<file path="config.mk">
export PLATFORM = sky130hd
export DESIGN_NAME = irq_byte_agg
export DESIGN_NICKNAME = d
export VERILOG_FILES = /design/src/rtl/irqa_pkg.sv /design/src/rtl/irqa_sync.sv /design/src/rtl/irqa_decode.sv /design/src/rtl/irqa_bank.sv /design/src/rtl/irq_byte_agg.sv
export SDC_FILE = /design/constraint.sdc
export NUM_CORES = 1
export LEC_CHECK = 0
export BUFFER_PORTS_ARGS = -buffer_cell sky130_fd_sc_hd__buf_4
export CAP_MARGIN = 10
export CORE_UTILIZATION = 52
export CTS_CLUSTER_DIAMETER = 100
export DETAILED_ROUTE_END_ITERATION = 8
export GPL_TIMING_DRIVEN = 0
export PLACE_DENSITY_LB_ADDON = 0.25
export SYNTH_ARGS = -nofsm -noshare
export SYNTH_HDL_FRONTEND = slang
export SYNTH_SLANG_ARGS = --single-unit
export TNS_END_PERCENT = 30
</file>
<file path="constraint.sdc">
create_clock -name clk -period 1.1 [get_ports clk]
set_input_delay 0.11 -clock clk [delete_from_list [all_inputs] [get_ports clk]]
set_output_delay 0.11 -clock clk [all_outputs]
set_load 0.01 [all_outputs]
</file>
<file path="src/rtl/irqa_pkg.sv">
package irqa_pkg;

    localparam int BANK_W = 8;

    typedef enum logic [1:0] {
        ACC_NONE   = 2'd0,
        ACC_STATUS = 2'd1,
        ACC_ENABLE = 2'd2
    } acc_kind_t;

    function automatic logic [BANK_W-1:0] bit_sel(input int idx);
        logic [BANK_W-1:0] v;
        v = '0;
        for (int i = 0; i < BANK_W; i++) begin
            if (i == idx) v[i] = 1'b1;
        end
        return v;
    endfunction

endpackage

</file>
<file path="src/rtl/irqa_sync.sv">
module irqa_sync #(
    parameter int W = 8
) (
    input  logic         clk,
    input  logic         rst_n,
    input  logic [W-1:0] raw,
    output logic [W-1:0] level,
    output logic [W-1:0] rise
);
    logic [W-1:0] meta_q;
    logic [W-1:0] sync_q;
    logic [W-1:0] prev_q;

    always_ff @(posedge clk or negedge rst_n) begin
        if (!rst_n) begin
            meta_q <= '0;
            sync_q <= '0;
            prev_q <= '0;
        end else begin
            meta_q <= raw;
            sync_q <= meta_q;
            prev_q <= sync_q;
        end
    end

    assign level = sync_q;
    assign rise  = sync_q & ~prev_q;

endmodule

</file>
<file path="src/rtl/irqa_decode.sv">
module irqa_decode
    import irqa_pkg::*;
#(
    parameter int NB = 3,
    localparam int BIDX_W = (NB > 1) ? $clog2(NB) : 1
) (
    input  logic [7:0]        bus_addr,
    input  logic              rd_en,
    input  logic              wr_en,
    output acc_kind_t         kind,
    output logic [BIDX_W-1:0] bank,
    output logic [NB-1:0]     rd_stat,
    output logic [NB-1:0]     wr_enab
);
    localparam logic [7:0] STAT_END = 8'(NB);
    localparam logic [7:0] ENAB_END = 8'(2 * NB);

    always_comb begin
        kind = ACC_NONE;
        bank = '0;
        if (bus_addr < STAT_END) begin
            kind = ACC_STATUS;
            bank = BIDX_W'(bus_addr);
        end else if (bus_addr < ENAB_END) begin
            kind = ACC_ENABLE;
            bank = BIDX_W'(bus_addr - STAT_END);
        end
    end

    for (genvar b = 0; b < NB; b++) begin : g_strobe
        assign rd_stat[b] = rd_en && (kind == ACC_STATUS) && (bank == BIDX_W'(b));
        assign wr_enab[b] = wr_en && (kind == ACC_ENABLE) && (bank == BIDX_W'(b));
    end

endmodule

</file>
<file path="src/rtl/irqa_bank.sv">
module irqa_bank
    import irqa_pkg::*;
#(
    parameter int LVL_BIT = -1
) (
    input  logic              clk,
    input  logic              rst_n,
    input  logic [BANK_W-1:0] level,
    input  logic [BANK_W-1:0] rise,
    input  logic              rd_clr,
    input  logic              wr_enab,
    input  logic [BANK_W-1:0] wr_data,
    output logic [BANK_W-1:0] enab_q,
    output logic [BANK_W-1:0] edge_q,
    output logic [BANK_W-1:0] hit,
    output logic [BANK_W-1:0] view,
    output logic [BANK_W-1:0] pend
);
    localparam logic [BANK_W-1:0] LVL_MASK = bit_sel(LVL_BIT);

    assign hit = rise & enab_q & ~LVL_MASK;

    always_ff @(posedge clk or negedge rst_n) begin
        if (!rst_n) begin
            enab_q <= '0;
        end else if (wr_enab) begin
            enab_q <= wr_data;
        end
    end

    always_ff @(posedge clk or negedge rst_n) begin
        if (!rst_n) begin
            edge_q <= '0;
        end else begin
            edge_q <= ((rd_clr ? '0 : edge_q) | hit) & ~LVL_MASK;
        end
    end

    assign view = edge_q | (level & LVL_MASK);
    assign pend = view & enab_q;

endmodule

</file>
<file path="src/rtl/irq_byte_agg.sv">
module irq_byte_agg
    import irqa_pkg::*;
#(
    parameter int NUM_SRC   = 24,
    parameter int LEVEL_SRC = 10
) (
    input  logic               clk,
    input  logic               rst_n,
    input  logic [NUM_SRC-1:0] src_in,
    input  logic [7:0]         bus_addr,
    input  logic               rd_en,
    input  logic               wr_en,
    input  logic [7:0]         wr_data,
    output logic [7:0]         rd_data,
    output logic               irq_out
);
    localparam int NB     = NUM_SRC / BANK_W;
    localparam int BIDX_W = (NB > 1) ? $clog2(NB) : 1;

    logic [NUM_SRC-1:0] lvl_vec;
    logic [NUM_SRC-1:0] rise_vec;
    logic [NUM_SRC-1:0] mask_vec;
    logic [NUM_SRC-1:0] edge_vec;
    logic [NUM_SRC-1:0] hit_vec;
    logic [NUM_SRC-1:0] view_vec;
    logic [NUM_SRC-1:0] pend_vec;
    logic               pend_any;

    acc_kind_t          kind;
    logic [BIDX_W-1:0]  bank;
    logic [NB-1:0]      rd_stat;
    logic [NB-1:0]      wr_enab;

    irqa_sync #(.W(NUM_SRC)) u_sync (
        .clk   (clk),
        .rst_n (rst_n),
        .raw   (src_in),
        .level (lvl_vec),
        .rise  (rise_vec)
    );

    irqa_decode #(.NB(NB)) u_dec (
        .bus_addr (bus_addr),
        .rd_en    (rd_en),
        .wr_en    (wr_en),
        .kind     (kind),
        .bank     (bank),
        .rd_stat  (rd_stat),
        .wr_enab  (wr_enab)
    );

    for (genvar b = 0; b < NB; b++) begin : g_bank
        localparam int LB = ((LEVEL_SRC / BANK_W) == b) ? (LEVEL_SRC % BANK_W) : -1;
        irqa_bank #(.LVL_BIT(LB)) u_bank (
            .clk     (clk),
            .rst_n   (rst_n),
            .level   (lvl_vec[b*BANK_W +: BANK_W]),
            .rise    (rise_vec[b*BANK_W +: BANK_W]),
            .rd_clr  (rd_stat[b]),
            .wr_enab (wr_enab[b]),
            .wr_data (wr_data),
            .enab_q  (mask_vec[b*BANK_W +: BANK_W]),
            .edge_q  (edge_vec[b*BANK_W +: BANK_W]),
            .hit     (hit_vec[b*BANK_W +: BANK_W]),
            .view    (view_vec[b*BANK_W +: BANK_W]),
            .pend    (pend_vec[b*BANK_W +: BANK_W])
        );
    end

    assign pend_any = |pend_vec;

    always_ff @(posedge clk or negedge rst_n) begin
        if (!rst_n) begin
            rd_data <= '0;
        end else if (rd_en) begin
            unique case (kind)
                ACC_STATUS: rd_data <= view_vec[int'(bank)*BANK_W +: BANK_W];
                ACC_ENABLE: rd_data <= mask_vec[int'(bank)*BANK_W +: BANK_W];
                default:    rd_data <= '0;
            endcase
        end
    end

    always_ff @(posedge clk or negedge rst_n) begin
        if (!rst_n) begin
            irq_out <= 1'b0;
        end else begin
            irq_out <= pend_any;
        end
    end

endmodule

</file>
Yosys cells after proc, flatten, opt, wreduce, memory -nomap -nowiden:

Index checks and enable logic that the tools add are counted.

* logic and storage cells: 50
* input bits: 44
* output and inout port bits: 9
* bits in registers: 128

* muxes and demuxes: 8
* $add $sub $neg: 1
* bitwise gates (word level): 12
* order comparisons: 2
* shifts and indexed selects: 2
* eq/ne operators: 4
* reductions and logical operators: 10

Operator list (count)
* AND 8 bit: 6
* indexed part select 24 x 6 -> 8 bit: 2
* AND 24 bit: 1
* two-way mux 8 bit: 3
* inverter 24 bit: 1
* bitwise OR 8 bit: 3
* OR reduction 24 bit: 1
* case mux 8 bit (2 select lines): 1
* logical AND 1 bit: 8
* < comparator 8 x 2 -> 1 bit (second input constant): 1
* < comparator 8 x 3 -> 1 bit (second input constant): 1
* two-way mux 2 bit: 4
* bitwise OR 8 x 3 -> 8 bit: 1
* equality test 2 x 1 -> 1 bit (second input constant): 2
* equality test 2 bit (second input constant): 2
* logical NOT 2 bit: 1
* subtractor 2 bit (second input constant): 1

Logic depth before layout (Yosys ltp):

* depth after elaboration: 8
* mapped depth: 8
* depth with buffers taken out: 6

Cells and area by module:

Synthesis repeated with hierarchy kept, for this count alone.

* cell total of the unflattened synthesis: 374
* area total of the unflattened synthesis: 5388.9 um^2

Modules (own cells, without submodules)
* irqa_sync: area an instance 2132.0 um^2, cells an instance 96, sequential area each 1801.7 um^2, times used 1
* irqa_bank at g_bank[0].u_bank ...: area an instance 755.7 um^2, cells an instance 58, sequential area each 400.4 um^2, times used 2
* irq_byte_agg: area an instance 820.8 um^2, cells an instance 79, sequential area each 225.2 um^2, times used 1
* irqa_bank at g_bank[1].u_bank: area an instance 735.7 um^2, cells an instance 58, sequential area each 375.4 um^2, times used 1
* irqa_decode: area an instance 188.9 um^2, cells an instance 25, sequential area each 0.0 um^2, times used 1

Worst setup path after synthesis:

Ideal clock, no wire load.

* path kind: input port to flip-flop
* from: input bus_addr[0]
* to: register g_bank[1].u_bank.enab_q[0]
* path slack: -0.924 ns
* data arrival time: 1.899 ns
* buffers on the path: 1
* library setup time: 0.125 ns
* stages: 7
* data required time: 0.975 ns
* cell sequence: ha_1 > clkbuf_1 > or3_1 > o21ai_0 > a21oi_1 > a2111oi_4 > mux2_2

* cells in the longest elaborated chain, start to end: 6
* elaborated cells on any way between the ends: 11
* classes of those cells: add/sub (1); order compare (2); eq/ne (2); mux (4); reduce/logical (2)

Ends and longest elaborated chain
* from (decl): line irq_byte_agg.sv:10 `input logic [7:0] bus_addr,`
* < comparator 8 x 3 -> 1 bit: line irqa_decode.sv:24 `end else if (bus_addr < ENAB_END) begin`
* two-way mux 2 bit: line irqa_decode.sv:24
* two-way mux 2 bit: line irqa_decode.sv:21 `if (bus_addr < STAT_END) begin`
* equality test 2 bit: line irqa_decode.sv:32 `assign wr_enab[b] = wr_en && (kind == ACC_ENABLE) && (bank == BIDX_W'(b));`
* logical AND 1 bit: line irqa_decode.sv:32
* logical AND 1 bit (*): line irqa_decode.sv:32
* to (signal assigned): line irqa_bank.sv:27 `enab_q <= wr_data;`
* to (decl): line irqa_bank.sv:13 `output logic [BANK_W-1:0] enab_q,`

Mark *: on every way between the ends. The rest lies on a longest branch, timed or not.
A chain may end at the register's enable or synchronous reset.

Final worst setup path:

* from: register g_bank[2].u_bank.edge_q[6]
* to: register rd_data[6]

* cells in the longest elaborated chain, start to end: 2

Ends and longest elaborated chain
* from (decl): line irqa_bank.sv:14 `output logic [BANK_W-1:0] edge_q,`
* from (signal assigned): line irqa_bank.sv:35 `edge_q <= ((rd_clr ? '0 : edge_q) | hit) & ~LVL_MASK;`
* indexed part select 24 x 6 -> 8 bit: line irq_byte_agg.sv:77 `ACC_STATUS: rd_data <= view_vec[int'(bank)*BANK_W +: BANK_W];`
* case mux 8 bit (2 select lines): line irq_byte_agg.sv:76 `unique case (kind)`
* to (signal assigned): line irq_byte_agg.sv:77
* to (signal assigned): line irq_byte_agg.sv:78 `ACC_ENABLE: rd_data <= mask_vec[int'(bank)*BANK_W +: BANK_W];`
* to (decl): line irq_byte_agg.sv:14 `output logic [7:0] rd_data,`

Every way passes these cells.

==> results.json <==
{
  "final.min_clock_period_ps": 1430,
  "placeableCoreArea_um2": 8680,
  "synthesis.yosys.warnings": 0,
  "basic_gate_share_of_the_synthesized_area_counting_and_or_nand_and_nor_cells": 0.0614,
  "grt_setup_unrepaired": "true",
  "global_placement_routability_congestion": 0.866,
  "synthAdderAreaFrac": 0.00269,
  "timing.setup.critical_path_class": "reg2reg",
  "synth.top_cells.by_area": "sky130_fd_sc_hd__dfrtp_1 68%, sky130_fd_sc_hd__mux2_2 5.8%, sky130_fd_sc_hd__a32o_1 3.4%, sky130_fd_sc_hd__a221oi_1 3.0%, sky130_fd_sc_hd__o2bb2ai_1 2.6%",
  "violated_checks": "setup timing",
  "via_count_of_the_first_global_routing_pass": 3515,
  "syn-cell-area_um2": 4650,
  "number_of_setup_violations_in_the_final_report": 51,
  "start_util": 0.536,
  "die_width_um": 96.5,
  "worst_setup_path_end_kind": "flip-flop",
  "antenna-diode-count": 0,
  "synth_top_flop_cell": "sky130_fd_sc_hd__dfrtp_1",
  "post_synth.cell_area_avg_um2": 14.3,
  "setup_total_negative_slack_ps": -10330,
  "library_cell_occupying_the_most_area_in_the_post_synthesis_netlist": "sky130_fd_sc_hd__dfrtp_1",
  "combinational_family_with_the_most_area_after_synthesis": "compound AO/OA/AOI/OAI gates",
  "worst_ep_arrival_time_ps": 1810,
  "grt_max_degree": 90,
  "tritoncts_clock_tree": "yes",
  "grt_usage": 0.277,
  "drt_pass1_iterations": 5,
  "floorplan.die_area_um2": 9320,
  "area_growth_pct": 40.2,
  "drv.max_cap_violation_count": 0,
  "worstPathBufferInverterCount": 0,
  "final.setup_skew_ps": 8.13,
  "fmaxAchievable_mhz": 701,
  "synthesized_area_fraction_occupied_by_xor_and_xnor_cells": 0.00188,
  "worstHoldPathType": "in2reg",
  "status": "complete, but fails checks",
  "finalNetCount": 488,
  "worst_setup_hold_path_clk_slew_ps": 60,
  "detail_route.wl_per_cell_um": 20.4,
  "synth_cell_types": 37,
  "cts_root_buf": "sky130_fd_sc_hd__clkbuf_8",
  "cts_buffer_depth": 2,
  "worst_path_largest_cell_delay_ps": 440,
  "synth-edff-count": 0,
  "leakage_nw": 2.86,
  "worst_case_setup_margin_in_the_final_layout_ps": -327,
  "peakVddDrop_v": 0.00136,
  "synth-seq-cells": 127,
  "grt_first_pass_wirelength_mm": 18.2,
  "mapped_nets": 369,
  "worst-path-max-fanout": 4,
  "worst-r2r-setup-slack_ps": -330,
  "post_synth_most_frequent_cells": "127 x sky130_fd_sc_hd__dfrtp_1, 25 x sky130_fd_sc_hd__nand2_1, 24 x sky130_fd_sc_hd__mux2_2, 16 x sky130_fd_sc_hd__a221oi_1, 16 x sky130_fd_sc_hd__a32o_1",
  "timing.final.hold_violations": 0,
  "post_dp_cell_area_um2": 5230,
  "post-dp-hpwl_mm": 6.53,
  "worst-endpoint-required_ps": 1480,
  "number_of_cells_produced_by_synthesis": 324,
  "worst_path_top_cell_family_by_delay": "compound AO/OA/AOI/OAI gates",
  "final-max-slew-violation-count": 0,
  "clk_latency_ps": 520,
  "p_total_w": 0.0114,
  "drive_gt1_frac": 0.388,
  "route.vias.total": 3470,
  "ys_async_sr_fraction": 1.00,
  "ioPinCount": 53,
  "synthMostInstantiatedCell": "sky130_fd_sc_hd__dfrtp_1",
  "yosysTopAreaCellShare": 0.684,
  "synth-compound-area-share": 0.171,
  "cts_inserted_buffers": 17,
  "synth_mux_area_frac": 0.0603,
  "viasPerCell": 6.15,
  "h-tree-depth": 4,
  "timing.critical_path.slowest_stage_cell": "sky130_fd_sc_hd__dfrtp_2",
  "finalCoreUtilization": 0.751,
  "post-route-drc-count": 0,
  "port_buffers": 52,
  "residual_antenna_violating_net_count_after_detailed_routing": 0,
  "n_fill_cell": 529,
  "design_area_um2": 6520,
  "layout_worst_path_cycle_share": 1.30,
  "timing.critical_path.cells": "nor3b_1 -> a31oi_1 -> a21oi_1 -> a32oi_1 -> o221ai_1",
  "clock-sinks": 127,
  "detailedPlace.worstSlack_ps": -1380,
  "max-slew-margin-rel": 0.516,
  "antenna_violations_before_repair": 0,
  "ys_seq_area_frac": 0.684,
  "drt_wl_total_mm": 11.5,
  "std_cell_rows": 34,
  "power-per-cell-area_nw_per_um2": 1750,
  "tightestPinTransition_ps": 723,
  "drt_iter0_drc": 289,
  "die_height_um": 96.5,
  "setup.worst_path.start_class": "flip-flop",
  "grt_overflow_total": 0
}
[flip-flops by register name (all words and copies together) (netlist names)]
register / cells
u_sync.prev_q: 23
u_sync.level: 24
rd_data: 8
irq_out: 1
g_bank.u_bank.enab_q: 24
g_bank.u_bank.edge_q: 23
u_sync.meta_q: 24
[power by group]
| group | internal (W) | switching, W |
|---|---|---|
| clock network | 0.00292 | 0.00213 |
| logic | 0.000565 | 0.000490 |
| registers | 0.00501 | 0.000289 |
| total | 0.00850 | 0.00291 |
[worst paths after layout]
kind / startpoint / to / cells after the start
setup / recovery: g_bank[2].u_bank.edge_q[6]$_DFF_PN0_ / rd_data[6]$_DFFE_PN0P_ / 5
hold / removal: bus_addr[3] / rd_data[6]$_DFFE_PN0P_ / 4
setup reg to reg: g_bank[2].u_bank.edge_q[6]$_DFF_PN0_ / rd_data[6]$_DFFE_PN0P_ / 5
hold reg to reg: u_sync.meta_q[4]$_DFF_PN0_ / u_sync.level[4]$_DFF_PN0_ / 0
max in group asynchronous: rst_n / g_bank[2].u_bank.enab_q[0]$_DFFE_PN0P_ / 3
min in group asynchronous: rst_n / u_sync.prev_q[23]$_DFF_PN0_ / 2
[timing repair]
action | 4_1_cts | 5_1_grt
cloned | 0 | 0
hold buffers | 34 | 0
gates resized for setup | 70 | 15
endpoints found under the setup margin | 65 | 59
hold endpoints to repair | 176 | 0
setup buffers | 14 | 3
pin swaps | 17 | 5
[final cells by class]
cell class / count / area (µm²) / share of cell area
flip-flops and latches: 127 / 3190 / 0.489
well taps: 108 / 135 / 0.0207
multi-input cells: 173 / 1600 / 0.246
clock inverters: 13 / 101 / 0.0155
repair buffers: 104 / 970 / 0.149
inverters: 13 / 48.8 / 0.00749
clock buffers: 19 / 442 / 0.0678
plain buffers: 7 / 30.0 / 0.00461
[cells in the final DEF (no fill, tap or decap), types with 3 or more instances in the layout]
cell,Yosys,routed
sky130_fd_sc_hd__clkbuf_2,0,3
sky130_fd_sc_hd__mux2_2,24,8
sky130_fd_sc_hd__inv_6,0,5
sky130_fd_sc_hd__dfrtp_2,0,8
sky130_fd_sc_hd__clkinv_2,0,3
sky130_fd_sc_hd__clkbuf_1,10,3
sky130_fd_sc_hd__nand4_1,4,4
sky130_fd_sc_hd__a32o_1,16,16
sky130_fd_sc_hd__dlygate4sd3_1,0,34
sky130_fd_sc_hd__o221a_2,7,7
sky130_fd_sc_hd__buf_4,0,49
sky130_fd_sc_hd__nor2_1,7,5
sky130_fd_sc_hd__clkinvlp_4,0,3
sky130_fd_sc_hd__a221oi_2,0,9
sky130_fd_sc_hd__a22oi_1,10,8
sky130_fd_sc_hd__a221oi_1,16,7
sky130_fd_sc_hd__dfrtp_1,127,119
sky130_fd_sc_hd__o22ai_1,7,7
sky130_fd_sc_hd__mux2_4,0,16
sky130_fd_sc_hd__nand3_1,4,3
sky130_fd_sc_hd__clkbuf_8,0,3
sky130_fd_sc_hd__nand2_1,25,24
sky130_fd_sc_hd__inv_1,13,13
sky130_fd_sc_hd__o21ai_1,0,7
sky130_fd_sc_hd__clkbuf_16,0,16
sky130_fd_sc_hd__buf_6,0,19
sky130_fd_sc_hd__o2bb2ai_1,14,13
[stage by stage]
step           cells  hold WS, ps
4_1_cts          561         1.86
5_1_grt          564         31.5
6_report         564         30.0
2_1_floorplan    324         -186
3_5_place_dp     485         34.9
3_3_place_gp     484          219
[per-layer routing]
layer | vias to the layer above | part of all wire | track usage
met5 | - | 0 | 0
met4 | 0 | 0.039 | 0.163
met2 | 199 | 0.48 | 0.420
li1 | 1488 | - | -
met3 | 50 | 0.081 | 0.0814
met1 | 1733 | 0.40 | 0.354
[worst register-to-register path: cells and delay by family, from the launching register on]
family	cells	cell delay [ps]
compound gates	4	690
flops	1	440
simple gates	1	160
[cell families (layout without fill, tap and decap cells)]
kind of cell	count (synthesis)	in the layout
AOI/OAI and AO/OA	91	91
xor gates and xnor gates	1	1
adders and majority gates	1	1
buffers and inverters	24	156
DFF	127	127
muxes	25	25
and+or+nand+nor	55	55
No activity file was read; power rests on OpenSTA's default activity.
